`src/rtl/lcdw_pkg.sv`:
```
package lcdw_pkg;
  localparam logic [1:0] LVL_GND  = 2'b00;
  localparam logic [1:0] LVL_LO   = 2'b01;
  localparam logic [1:0] LVL_HI   = 2'b10;
  localparam logic [1:0] LVL_FULL = 2'b11;

  localparam logic [1:0] MODE_STATIC = 2'b00;
  localparam logic [1:0] MODE_MUX4   = 2'b11;

  localparam logic [1:0] BIAS_STATIC = 2'b00;
  localparam logic [1:0] BIAS_HALF   = 2'b01;
  localparam logic [1:0] BIAS_THIRD  = 2'b10;

  // Inverting a code swaps the two extremes and the two intermediate taps.
  function automatic logic [1:0] polarize(input logic [1:0] lvl, input logic neg);
    return neg ? ~lvl : lvl;
  endfunction
endpackage

```
`src/rtl/lcdw_timing.sv`:
```
module lcdw_timing #(
  parameter int SLOT_W = 2
) (
  input  logic              clk,
  input  logic              rst,
  input  logic              slot_tick,
  input  logic [SLOT_W-1:0] mode_req,
  input  logic [1:0]        bias_req,
  output logic [SLOT_W-1:0] mode_q,
  output logic [1:0]        bias_q,
  output logic [SLOT_W-1:0] slot_q,
  output logic              pol_q
);
  import lcdw_pkg::*;

  logic frame_end;
  logic cfg_change;

  assign frame_end  = slot_tick && (slot_q == mode_q);
  assign cfg_change = (mode_req != mode_q) || (bias_req != bias_q);

  always_ff @(posedge clk) begin
    if (rst) begin
      mode_q <= SLOT_W'(MODE_MUX4);
      bias_q <= BIAS_THIRD;
      slot_q <= '0;
      pol_q  <= 1'b0;
    end else if (frame_end) begin
      slot_q <= '0;
      mode_q <= mode_req;
      bias_q <= bias_req;
      pol_q  <= cfg_change ? 1'b0 : ~pol_q;
    end else if (slot_tick) begin
      slot_q <= slot_q + SLOT_W'(1);
    end
  end

  AST_SLOT_IN_FRAME: assert property (@(posedge clk) disable iff (rst)
    slot_q <= mode_q) else $error("slot beyond frame");

  AST_CFG_HELD: assert property (@(posedge clk) disable iff (rst)
    !(slot_tick && slot_q == mode_q) |=> ($stable(mode_q) && $stable(bias_q)))
    else $error("settings changed mid-frame");

  AST_RESTART_POSITIVE: assert property (@(posedge clk) disable iff (rst)
    (slot_tick && slot_q == mode_q && mode_req != mode_q) |=> (slot_q == '0 && !pol_q))
    else $error("mode change did not restart frame");

  AST_POL_TOGGLE: assert property (@(posedge clk) disable iff (rst)
    (slot_tick && slot_q == mode_q && mode_req == mode_q && bias_req == bias_q)
    |=> (pol_q != $past(pol_q))) else $error("polarity not inverted");
endmodule

```
`src/rtl/lcdw_dispmem.sv`:
```
module lcdw_dispmem #(
  parameter int NUM_SEG = 80,
  parameter int NUM_BP  = 4,
  parameter int ADDR_W  = 7
) (
  input  logic                      clk,
  input  logic                      wr_en,
  input  logic [ADDR_W-1:0]         wr_addr,
  input  logic [NUM_BP-1:0]         wr_data,
  output logic [NUM_SEG*NUM_BP-1:0] rd_flat
);
  logic [NUM_BP-1:0] mem [NUM_SEG];
  logic              in_range;

  assign in_range = {1'b0, wr_addr} < (ADDR_W+1)'(NUM_SEG);

  always_ff @(posedge clk) begin
    if (wr_en && in_range) mem[wr_addr] <= wr_data;
  end

  for (genvar j = 0; j < NUM_SEG; j++) begin : g_rd
    assign rd_flat[j*NUM_BP +: NUM_BP] = mem[j];
  end
endmodule

```
`src/rtl/lcdw_levelgen.sv`:
```
module lcdw_levelgen #(
  parameter int NUM_SEG = 80,
  parameter int NUM_BP  = 4,
  parameter int SLOT_W  = 2
) (
  input  logic                      clk,
  input  logic                      rst,
  input  logic                      disp_en,
  input  logic [SLOT_W-1:0]         mode_q,
  input  logic [1:0]                bias_q,
  input  logic [SLOT_W-1:0]         slot_q,
  input  logic                      pol_q,
  input  logic [NUM_SEG*NUM_BP-1:0] rd_flat,
  output logic [2*NUM_BP-1:0]       bp_lvl,
  output logic [2*NUM_SEG-1:0]      seg_lvl,
  output logic [1:0]                bias_out
);
  import lcdw_pkg::*;

  logic is_static;
  assign is_static = (mode_q == SLOT_W'(MODE_STATIC));

  for (genvar i = 0; i < NUM_BP; i++) begin : g_bp
    localparam logic [SLOT_W-1:0] IDX = SLOT_W'(i);
    logic [SLOT_W-1:0] src;
    logic [1:0]        lvl_d;
    logic [1:0]        lvl_q;

    always_comb begin
      src   = (IDX > mode_q) ? '0 : IDX;
      lvl_d = polarize((src == slot_q) ? LVL_FULL : LVL_LO, pol_q);
    end

    always_ff @(posedge clk) begin
      if (rst || !disp_en) lvl_q <= LVL_FULL;
      else                 lvl_q <= lvl_d;
    end
    assign bp_lvl[2*i +: 2] = lvl_q;

    if (i > 0) begin : g_chk
      AST_UNUSED_MIRROR: assert property (@(posedge clk) disable iff (rst)
        (IDX > mode_q) |=> (lvl_q == bp_lvl[1:0]))
        else $error("unused backplane differs from backplane 0");
    end
  end

  for (genvar j = 0; j < NUM_SEG; j++) begin : g_seg
    logic [NUM_BP-1:0] word;
    logic [1:0]        lvl_d;
    logic [1:0]        lvl_q;

    assign word = rd_flat[j*NUM_BP +: NUM_BP];

    always_comb begin
      if (word[slot_q])   lvl_d = LVL_GND;
      else if (is_static) lvl_d = LVL_FULL;
      else                lvl_d = LVL_HI;
      lvl_d = polarize(lvl_d, pol_q);
    end

    always_ff @(posedge clk) begin
      if (rst || !disp_en) lvl_q <= LVL_FULL;
      else                 lvl_q <= lvl_d;
    end
    assign seg_lvl[2*j +: 2] = lvl_q;
  end

  always_ff @(posedge clk) begin
    if (rst)                    bias_out <= BIAS_THIRD;
    else if (is_static)         bias_out <= BIAS_STATIC;
    else if (bias_q == BIAS_HALF) bias_out <= BIAS_HALF;
    else                        bias_out <= BIAS_THIRD;
  end

  AST_BLANK_FULL: assert property (@(posedge clk) disable iff (rst)
    !disp_en |=> ((&bp_lvl) && (&seg_lvl))) else $error("blanked output not full");

  AST_STATIC_BIAS: assert property (@(posedge clk) disable iff (rst)
    is_static |=> (bias_out == BIAS_STATIC)) else $error("static mode bias wrong");

  AST_STATIC_BP_EXTREME: assert property (@(posedge clk) disable iff (rst)
    is_static |=> (bp_lvl[1:0] == LVL_GND || bp_lvl[1:0] == LVL_FULL))
    else $error("static backplane at intermediate level");
endmodule

```
`src/rtl/lcd_wave_seq.sv`:
```
module lcd_wave_seq #(
  parameter int NUM_SEG = 80,
  parameter int NUM_BP  = 4,
  parameter int ADDR_W  = $clog2(NUM_SEG)
) (
  input  logic                 clk,
  input  logic                 rst,
  input  logic                 slot_tick,
  input  logic [1:0]           mode_req,
  input  logic [1:0]           bias_req,
  input  logic                 disp_en,
  input  logic                 wr_en,
  input  logic [ADDR_W-1:0]    wr_addr,
  input  logic [NUM_BP-1:0]    wr_data,
  output logic [2*NUM_BP-1:0]  bp_lvl,
  output logic [2*NUM_SEG-1:0] seg_lvl,
  output logic [1:0]           bias_out
);
  localparam int SLOT_W = $clog2(NUM_BP);

  logic [SLOT_W-1:0]         mode_q;
  logic [1:0]                bias_q;
  logic [SLOT_W-1:0]         slot_q;
  logic                      pol_q;
  logic [NUM_SEG*NUM_BP-1:0] rd_flat;

  lcdw_timing #(.SLOT_W(SLOT_W)) u_timing (
    .clk       (clk),
    .rst       (rst),
    .slot_tick (slot_tick),
    .mode_req  (mode_req[SLOT_W-1:0]),
    .bias_req  (bias_req),
    .mode_q    (mode_q),
    .bias_q    (bias_q),
    .slot_q    (slot_q),
    .pol_q     (pol_q)
  );

  lcdw_dispmem #(.NUM_SEG(NUM_SEG), .NUM_BP(NUM_BP), .ADDR_W(ADDR_W)) u_mem (
    .clk     (clk),
    .wr_en   (wr_en),
    .wr_addr (wr_addr),
    .wr_data (wr_data),
    .rd_flat (rd_flat)
  );

  lcdw_levelgen #(.NUM_SEG(NUM_SEG), .NUM_BP(NUM_BP), .SLOT_W(SLOT_W)) u_lvl (
    .clk      (clk),
    .rst      (rst),
    .disp_en  (disp_en),
    .mode_q   (mode_q),
    .bias_q   (bias_q),
    .slot_q   (slot_q),
    .pol_q    (pol_q),
    .rd_flat  (rd_flat),
    .bp_lvl   (bp_lvl),
    .seg_lvl  (seg_lvl),
    .bias_out (bias_out)
  );

  AST_RESET_FULL: assert property (@(posedge clk)
    rst |=> ((&bp_lvl) && (&seg_lvl) && bias_out == 2'b10))
    else $error("reset state wrong");
endmodule

```
`config.mk`:
```
export PLATFORM = sky130hd
export DESIGN_NAME = lcd_wave_seq
export DESIGN_NICKNAME = d
export VERILOG_FILES = /design/src/rtl/lcdw_pkg.sv /design/src/rtl/lcdw_timing.sv /design/src/rtl/lcdw_dispmem.sv /design/src/rtl/lcdw_levelgen.sv /design/src/rtl/lcd_wave_seq.sv
export SDC_FILE = /design/constraint.sdc
export NUM_CORES = 1
export LEC_CHECK = 0
export CAP_MARGIN = 5
export CORE_ASPECT_RATIO = 1.2
export CORE_MARGIN = 3
export CORE_UTILIZATION = 62
export CTS_CLUSTER_SIZE = 20
export DETAILED_ROUTE_END_ITERATION = 8
export PLACE_DENSITY = 0.95
export SLEW_MARGIN = 30
export SYNTH_ARGS = -nofsm -noshare
export SYNTH_HDL_FRONTEND = slang
export SYNTH_HIERARCHICAL = 1
export SYNTH_SLANG_ARGS = --single-unit
```
`constraint.sdc`:
```
create_clock -name clk -period 2.74 [get_ports clk]
set_clock_uncertainty 0.1 [all_clocks]
set_input_delay 0.274 -clock clk [delete_from_list [all_inputs] [get_ports clk]]
set_output_delay 0.274 -clock clk [all_outputs]
set_load 0.005 [all_outputs]
```
==> run_results.csv, run 1 <==
group,metric,value,unit
layout,design_area,23900,µm²
clock_network,clk_latency,560,ps
floorplan,die-area,34900,µm²
layout,diodes,0,
sta,hold_viol,0,
clock_network,post_cts_buffers,0,
worst_setup_path,slowest_delay,500,ps
clock_network,clockRootBuffer,"clkbuf_16",
floorplan,start_util,63.6,%
placement,io_buffer_count,189,
yosys,yosysMostFrequentCell,"edfxtp_1",
yosys,synth_flop_cell,"edfxtp_1",
layout,nNetsFinal,1433,
yosys,synth_common_cells,"320 x edfxtp_1, 245 x mux2i_1, 174 x dfxtp_1",
sta,tns,0,ps
worst_setup_path,critPathRequiredTime,3100,ps
drt,drc,0,
worst_setup_path,worst-path-max-fanout,44,
clock_network,clk_pin_slew,70,ps
yosys,synthTopCellsByArea,"edfxtp_1 47%, dfxtp_1 17%, mux2i_1 12%",
placement,dp_cells,1766,
yosys,yosys.area.top_type,"edfxtp_1",
global_routing,grt_first_pass_wirelength,66300,µm
floorplan,fp.dieH,204,µm
worst_setup_path,worst_ep_arrival_time,2540,ps
sta,final_max_slew_viol_count,0,
floorplan,die_x,171,µm
pwr,p_leak,7.88,nW
yosys,ys_ff_latch,494,
drt,wl_per_cell,23.3,µm
clock_network,clockBufferDepth,3,
worst_setup_path,start_kind,"flip-flop",
layout,multi_input_area,6410,µm²
global_routing,grt_usage,24.6,%
worst_setup_path,critPathCaptureType,"flip-flop",
floorplan,fp-row-count,71,
hold_path,min_to,"u_mem/mem[0][1]",
clock_network,post_cts_resized,0,
yosys,ys_seq_area_share,64.7,%
yosys,synth_cell_types,42,
sta,finalCriticalPeriod,2180,ps
yosys,yosys_warnings,6,
yosys,async_flop_share,0,%
floorplan,io_pins,190,
yosys,post_synth.cell_area_avg,16.2,µm²
worst_setup_path,cp-startpoint,"u_timing/slot_q[0]",
sta,final.period_utilization,79.4,%
sta,relSlewSlack,51.6,%
yosys,synth_edf_count,320,
placement,routabilityCongestion,0.791,
status,status,"completed",
drt,dr.pass1.iters,6,
layout,syn2layout_area_growth,18.1,%
yosys,postSynthCellCount,1247,
hold_path,hold_start,"wr_data[1]",
worst_setup_path,rrSetupSlack,560,ps
global_routing,grt_pass1_vias,11700,
run,drv_cap,0,
worst_setup_path,crit_chain,"buf_12 -> buf_4 -> mux2_1 -> mux2i_1 -> mux2i_1",
clock_network,cts_made_buffers,46,
yosys,netlist.area_leader.share,47.5,%
clock_network,clock-sinks,494,
clock_network,h-tree-depth,2,
drt,antenna_left,0,
hold_path,hold_path_depth,1,
global_routing,gr-total-overflow,0,
floorplan,coreArea,31800,µm²
pwr,vdd_drop_max,690,µV
worst_setup_path,reg2reg_depth,5,
worst_setup_path,slowest_stage,"dfxtp_4",
global_routing,antenna_found_initial,0,
layout,finalNonFillerCells,1851,
drt,drt_iter0_markers,1003,
worst_setup_path,r2r_start,"u_timing/slot_q[0]",
clock_network,postCtsHoldBufs,0,
sta,setup_ws,565,ps
layout,fill_cells,1755,
worst_setup_path,path_class,"reg -> reg",
placement,dp_slack,133,ps
placement,hpwl,26100,µm
sta,max_freq,460,MHz
worst_setup_path,cp_common_cell,"mux2i_1",
layout,drive_above_1_share,21.6,%
drt,via_per_inst,6.05,
sta,tightestPinTransition,727,ps
layout,regArea,13100,µm²
clock_network,cts_tree,"built",
worst_setup_path,regToRegEndpoint,"u_lvl/g_seg[24].lvl_q[1]",
global_routing,grt_max_degree,106,
drt,vias,11200,
hold_path,hp-class,"in -> reg",
sta,rsz0062_at_grt,"false",
placement,placed_area,22400,µm²
yosys,netlist_area,20200,µm²
drt,wirelength,43100,µm
pwr,power.density,654,nW/µm²
yosys,synthesis.nets,1267,
sta,setup_viol,0,
layout,finish.utilization,75.1,%
## how the worst max path moves through the flow
stage	end	slack (ps)	cells past startpoint
floorplan	u_mem/mem[29][0]	950	3
global placement	u_mem/mem[3][2]	210	3
detailed placement	u_mem/mem[18][1]	130	3
CTS	u_lvl/g_seg[25].lvl_q[1]	550	5
global route	u_lvl/g_seg[25].lvl_q[1]	460	5
finish	u_lvl/g_seg[24].lvl_q[1]	560	5
## per-stage QoR
stage,hold slack (ps),power (mW)
5_1_grt,186,16.1
3_3_place_gp,378,9.56
6_report,182,15.6
2_1_floorplan,250,9.03
3_5_place_dp,395,9.60
4_1_cts,174,15.7
## worst max-delay path, delay by kind of cell, from the launching register on
kind / cells / cell delay (ps)
buf+inv: 2 / 580
flops: 1 / 500
mux: 3 / 860
## where the power goes
part / internal [mW] / switching (mW)
sequential: 8.06 / 0.0547
clock: 3.62 / 2.57
combinational: 0.636 / 0.693
## sequential cells by signal, summed over array words and instances (netlist names)
| name | flops |
|---|---|
| u_timing/pol_q | 1 |
| u_timing/slot_q | 2 |
| u_timing/mode_q | 2 |
| u_timing/bias_q | 2 |
| u_lvl/g_bp.lvl_q | 5 |
| u_mem/mem | 320 |
| u_lvl/g_seg.lvl_q | 160 |
| u_lvl/bias_out | 2 |
## layer usage
| metal | wire length (µm) | track usage (%) | vias to the layer above |
|---|---|---|---|
| met1 | 16700 | 31.3 | 5558 |
| li1 | - | - | 5064 |
| met5 | 0 | 0 | - |
| met3 | 3160 | 4.60 | 104 |
| met4 | 1770 | 11.2 | 0 |
| met2 | 21400 | 41.3 | 481 |
## cell families (layout without fill, tap and decap cells)
logic type | count (synthesis) | in the layout | synth area share, %
mux | 405 | 405 | 21.0
flops | 494 | 494 | 64.7
compound gates | 90 | 90 | 5.25
xor+xnor | 9 | 9 | 0.389
buf+inv | 120 | 323 | 3.76
simple gates | 129 | 129 | 4.89
## cells in the final DEF (no fill, tap or decap), types with 5 or more instances in the layout
| cell type | Yosys | final |
|---|---|---|
| buf_12 | 8 | 12 |
| buf_4 | 14 | 36 |
| clkbuf_1 | 39 | 16 |
| clkbuf_16 | 0 | 50 |
| clkbuf_2 | 0 | 5 |
| clkbuf_8 | 0 | 9 |
| clkdlybuf4s50_1 | 0 | 185 |
| dfxtp_1 | 174 | 172 |
| edfxtp_1 | 320 | 320 |
| mux2_1 | 103 | 103 |
| mux2_2 | 57 | 57 |
| mux2i_1 | 245 | 245 |
| nand4bb_1 | 7 | 7 |
| nor2_1 | 8 | 8 |
| nor3_1 | 35 | 35 |
| nor3_2 | 47 | 47 |
| o22ai_2 | 80 | 80 |
| xnor2_1 | 7 | 7 |
## final cells by class
cell class              instances  area share (%)
clock buffers                  80            6.11
clock inverters                 5           0.152
inverters                       1          0.0157
multi-input cells             633            26.8
flip-flops and latches        494            54.8
well taps                     401            2.10
repair buffers                237            9.97
No activity file was read; power rests on OpenSTA's default activity.
==> inputs of run 2 (changes only) <==
CORE_UTILIZATION = 52   (was 62)
PLACE_DENSITY = 0.86   (was 0.95)
clock period = 1.9 ns   (was 2.74 ns; I/O delays follow)
==> run 2 against run 1 <==
Compared with the run above: combinational power is 54% higher; clock-buffer cell count is 5 lower; sequential cell count unchanged; first-iteration DRC count shrank 20%; register-to-register slack worse by 540 ps; clock power is 47% higher; critical path type unchanged.
==> run_results.csv, run 2 (same netlist as run 1, synthesis figures left out) <==
group,metric,value,unit
worst_setup_path,critPathCaptureType,"flip-flop",
floorplan,fp-row-count,78,
worst_setup_path,slowest_delay,480,ps
drt,vias,11400,
drt,drt_iter0_markers,805,
global_routing,antenna_found_initial,0,
sta,setup_viol,0,
sta,whs,64.4,ps
drt,wirelength,44100,µm
pwr,power_frac_comb,9.0,%
pwr,seqPwrFrac,51.3,%
drt,drc,0,
clock_network,clockBufferDepth,3,
worst_setup_path,path_class,"reg -> reg",
global_routing,grt_usage,21.1,%
drt,wl_per_cell,21.6,µm
drt,via_per_inst,5.55,
worst_setup_path,slowest_stage,"dfxtp_4",
layout,layout_commonest_cell,"edfxtp_1",
global_routing,grt_first_pass_wirelength,67300,µm
sta,finalCriticalPeriod,1880,ps
sta,max_freq,532,MHz
layout,diodes,0,
layout,syn2layout_area_growth,22.5,%
layout,largest_register_ffs,320,
clock_network,cts_made_buffers,47,
pwr,vdd_drop_max,826,µV
worst_setup_path,crit_buf_inv,3,
pwr,power.density,921,nW/µm²
pwr,netSwitchingFraction,21.7,%
drt,antenna_left,0,
floorplan,io_pins,190,
worst_setup_path,worst-path-max-fanout,24,
pwr,p_leak,8.32,nW
clock_network,postCtsHoldBufs,0,
worst_setup_path,critPathRequiredTime,2290,ps
worst_setup_path,rrSetupSlack,20,ps
layout,nNetsFinal,1505,
placement,hpwl,26700,µm
status,status,"completed",
placement,routabilityCongestion,0.735,
layout,largestRegisters,"u_mem/mem x320, u_lvl/g_seg.lvl_q x160, u_lvl/g_bp.lvl_q x5",
placement,placed_area,23200,µm²
clock_network,clockRootBuffer,"clkbuf_16",
global_routing,gr-total-overflow,0,
global_routing,grt_pass1_vias,11900,
floorplan,start_util,53.0,%
clock_network,clk_pin_slew,60,ps
sta,tightestPinTransition,531,ps
sta,final.period_utilization,98.9,%
drt,dr.pass1.iters,5,
clock_network,clock-sinks,494,
global_routing,grt_max_degree,95,
clock_network,h-tree-depth,2,
layout,top_register,"u_mem/mem",
layout,final_cell_mix,"320 x edfxtp_1, 241 x mux2i_1, 185 x clkdlybuf4s50_1",
floorplan,coreArea,38200,µm²
worst_setup_path,worst_ep_arrival_time,2270,ps
pwr,power.internal,17.9,mW
run,drv_cap,0,
sta,hold_viol,0,
layout,multi_input_area,6430,µm²
clock_network,clk_latency,570,ps
layout,regArea,13100,µm²
pwr,power_switching,4.96,mW
worst_setup_path,cp_top_family,"multiplexers",
floorplan,fp.dieH,222,µm
sta,relSlewSlack,64.6,%
floorplan,die-area,41300,µm²
worst_setup_path,crit_chain,"buf_4 -> buf_12 -> mux2_2 -> mux2i_1 -> buf_4 -> mux2i_1",
layout,design_area,24800,µm²
sta,rsz0062_at_grt,"true",
clock_network,cts_tree,"built",
layout,fill_cells,2637,
worst_setup_path,start_kind,"flip-flop",
hold_path,hp-class,"in -> reg",
floorplan,die_x,186,µm
sta,final_max_slew_viol_count,0,
placement,io_buffer_count,189,
layout,drive_above_1_share,26.2,%
pwr,pwr-share-clk,39.8,%
## run 2: area by class of cell
type	count	share of cell area [%]
flip-flops and latches	494	52.8
well taps	520	2.62
inverters	1	0.0151
clock buffers	75	5.84
clock inverters	13	0.328
repair buffers	308	12.4
multi-input cells	633	25.9
## run 2: layer usage
| metal | global-route usage, % | vias to the layer above | wire, µm | share of wire [%] |
|---|---|---|---|---|
| met2 | 37.3 | 372 | 23000 | 52 |
| met4 | 7.33 | 0 | 1320 | 3.0 |
| li1 | - | 5202 | - | - |
| met1 | 26.0 | 5680 | 17500 | 40 |
| met3 | 3.35 | 97 | 2250 | 5.1 |
| met5 | 0 | - | 0 | 0 |
## run 2: worst paths after layout
kind,start,end,depth (start not counted)
worst max register to register,u_timing/slot_q[0],u_lvl/g_seg[27].lvl_q[1],6
worst max-delay path,u_timing/slot_q[0],u_lvl/g_seg[27].lvl_q[1],6
worst min register to register,u_timing/bias_q[0],u_timing/bias_q[0],2
worst min-delay path,wr_data[2],u_mem/mem[57][2],2
## run 2: power groups by stage
stage               Sequential [mW]  Combinational, mW  Clock [mW]
finish                         11.7               2.05        9.08
global route                   11.7               2.17        9.63
CTS                            11.7               2.05        9.23
detailed placement             11.9               2.01           0
global placement               11.9               1.98           0
floorplan                      11.9               1.07           0
## run 2: metrics by stage
step                power, mW  instances  setup WS [ps]  TNS, ps  util (%)
CTS                      23.0       2044           20.4        0      64.9
global placement         13.9       1953           -306   -73390      60.9
detailed placement       14.0       1953           -387   -87450      60.9
finish                   22.8       2044           20.5        0      65.0
floorplan                13.0       1247            156        0         -
global route             23.5       2044          -31.2    -60.4      65.0
## run 2: what timing repair did
action                     CTS  global route
pin swaps                    0             0
setup buffers                3             0
setup endpoints to repair    5             8
gates resized for setup      0             8
==> inputs of run 3 (changes only) <==
CAP_MARGIN = 40   (was 5)
CORE_UTILIZATION = 45   (was 52)
PLACE_DENSITY = 0.78   (was 0.86)
==> run 3 against run 2 <==
Compared with the run above: routed wire length grew 1.4%; cell count grew 2.7%; global-route usage shrank 2.4 points; sequential cell count stayed put; hold slack improved by 110 ps; die area is 15% higher; sequential power barely moved.
==> run_results.csv, run 3 (same netlist as run 1, synthesis figures left out) <==
group,metric,value,unit
layout,largestRegisters,"u_mem/mem x320, u_lvl/g_seg.lvl_q x160, u_lvl/g_bp.lvl_q x5",
floorplan,die_x,200,µm
clock_network,h-tree-depth,2,
hold_path,hold_path_depth,3,
floorplan,start_util,45.9,%
drt,via_per_inst,5.38,
sta,relSlewSlack,71.6,%
placement,hpwl,28500,µm
global_routing,grt_max_degree,60,
worst_setup_path,cp-startpoint,"u_timing/slot_q[1]",
placement,dp_cells,1998,
layout,largest_register_ffs,320,
pwr,vdd_drop_max,728,µV
layout,diodes,0,
worst_setup_path,critPathRequiredTime,2280,ps
worst_setup_path,critPathCaptureType,"flip-flop",
sta,tightestPinTransition,426,ps
worst_setup_path,worst-path-max-fanout,29,
layout,top_register,"u_mem/mem",
floorplan,die-area,47600,µm²
status,status,"completed",
worst_setup_path,reg2reg_depth,4,
worst_setup_path,crit_buf_inv,1,
run,drv_cap,0,
sta,setup_viol,0,
floorplan,coreArea,44100,µm²
sta,final_max_slew_viol_count,0,
hold_path,min_to,"u_timing/bias_q[0]",
sta,final.period_utilization,97.1,%
layout,final_cell_mix,"320 x edfxtp_1, 245 x mux2i_1, 185 x clkdlybuf4s50_1",
floorplan,io_pins,190,
layout,nNetsFinal,1521,
pwr,p_total,23.5,mW
drt,dr_wl_met2,22700,µm
sta,rsz0062_at_grt,"false",
layout,fill_cells,3415,
global_routing,grt_pass1_vias,11800,
drt,vias,11300,
clock_network,clockBufferDepth,3,
drt,drt_iter0_markers,736,
global_routing,grt_first_pass_wirelength,67800,µm
clock_network,clockRootBuffer,"clkbuf_16",
drt,dr.pass1.iters,5,
sta,setup_ws,55.9,ps
floorplan,fp.dieH,238,µm
global_routing,grt_usage,18.6,%
drt,wirelength,44700,µm
clock_network,cts_made_buffers,49,
placement,dp_slack,-423,ps
clock_network,clk_latency,590,ps
placement,routabilityCongestion,0.730,
hold_path,hold_start,"bias_req[0]",
worst_setup_path,regToRegEndpoint,"u_lvl/g_seg[22].lvl_q[0]",
drt,wl_met1,18700,µm
worst_setup_path,slowest_stage,"or3b_4",
drt,wl_per_cell,21.3,µm
hold_path,hp-class,"in -> reg",
layout,layout_commonest_cell,"edfxtp_1",
clock_network,clk_pin_slew,60,ps
worst_setup_path,slowest_delay,510,ps
drt,top_layer,"met4",
global_routing,antenna_found_initial,0,
worst_setup_path,r2r_start,"u_timing/slot_q[1]",
global_routing,gr-total-overflow,0,
floorplan,fp-row-count,84,
worst_setup_path,crit_chain,"or3b_4 -> buf_12 -> o22ai_2 -> mux2i_1",
drt,antenna_left,0,
worst_setup_path,rrSetupSlack,60,ps
worst_setup_path,worst_ep_arrival_time,2230,ps
layout,finalNonFillerCells,2100,
layout,drive_above_1_share,26.5,%
drt,drc,0,
drt,wl_met3,2020,µm
clock_network,clock-sinks,494,
placement,io_buffer_count,189,
worst_setup_path,cp_top_family,"simple AND/OR/NAND/NOR gates",
layout,syn2layout_area_growth,24.6,%
sta,max_freq,542,MHz
pwr,power.density,932,nW/µm²
clock_network,cts_tree,"built",
sta,finalCriticalPeriod,1840,ps
pwr,p_leak,8.52,nW
sta,hold_viol,0,
worst_setup_path,start_kind,"flip-flop",
worst_setup_path,path_class,"reg -> reg",
[run 3: worst min-delay path: cells and delay by family]
kind,cells,cell delay (ps)
multiplexers,1,70
AND/OR/NAND/NOR,1,90
buffers and inverters,1,440
[run 3: worst max-delay path by stage]
stage	cells after the start	endpoint	slack (ps)
after floorplan	6	u_lvl/g_seg[1].lvl_q[1]	160
after global placement	3	u_mem/mem[37][3]	-380
after detailed placement	4	u_mem/mem[15][0]	-420
after CTS	4	u_lvl/g_seg[63].lvl_q[1]	-3
after global routing	4	u_lvl/g_seg[45].lvl_q[0]	10
final	4	u_lvl/g_seg[22].lvl_q[0]	60
[run 3: what timing repair did]
action	4_1_cts	5_1_grt
gates resized for setup	1	0
hold buffers	4	0
cloned	0	0
hold endpoints to repair	95	0
setup endpoints to repair	58	14
setup buffers	3	4
pin swaps	0	0
[run 3: final cells by class]
class | count | area (µm²) | share of cell area [%]
Inverter | 1 | 3.75 | 0.0149
Tap cell | 559 | 699 | 2.77
Timing Repair Buffer | 322 | 3340 | 13.2
Multi-Input combinational cell | 633 | 6410 | 25.4
Sequential cell | 494 | 13100 | 51.9
Clock inverter | 17 | 130 | 0.516
Clock buffer | 74 | 1540 | 6.10
[run 3: where the power goes]
group          internal [mW]  switching, mW
clock                   5.75           3.93
combinational           1.06           1.05
sequential              11.6         0.0729
[run 3: per-layer routing]
metal	track usage, %	vias up
met5	0	-
met3	2.70	85
met1	23.7	5647
met4	7.07	0
met2	32.3	318
li1	-	5242
[run 3: per-stage QoR]
stage / cell area (µm²) / hold slack [ps] / TNS, ps / utilization [%]
after CTS: 25200 / 125 / -3.50 / 57.0
after global routing: 25200 / 161 / 0 / 57.1
after detailed placement: 23400 / 404 / -119500 / 53.1
after global placement: 23400 / 380 / -111310 / 53.1
final: 25200 / 170 / 0 / 57.1
after floorplan: 20200 / 166 / 0 / -
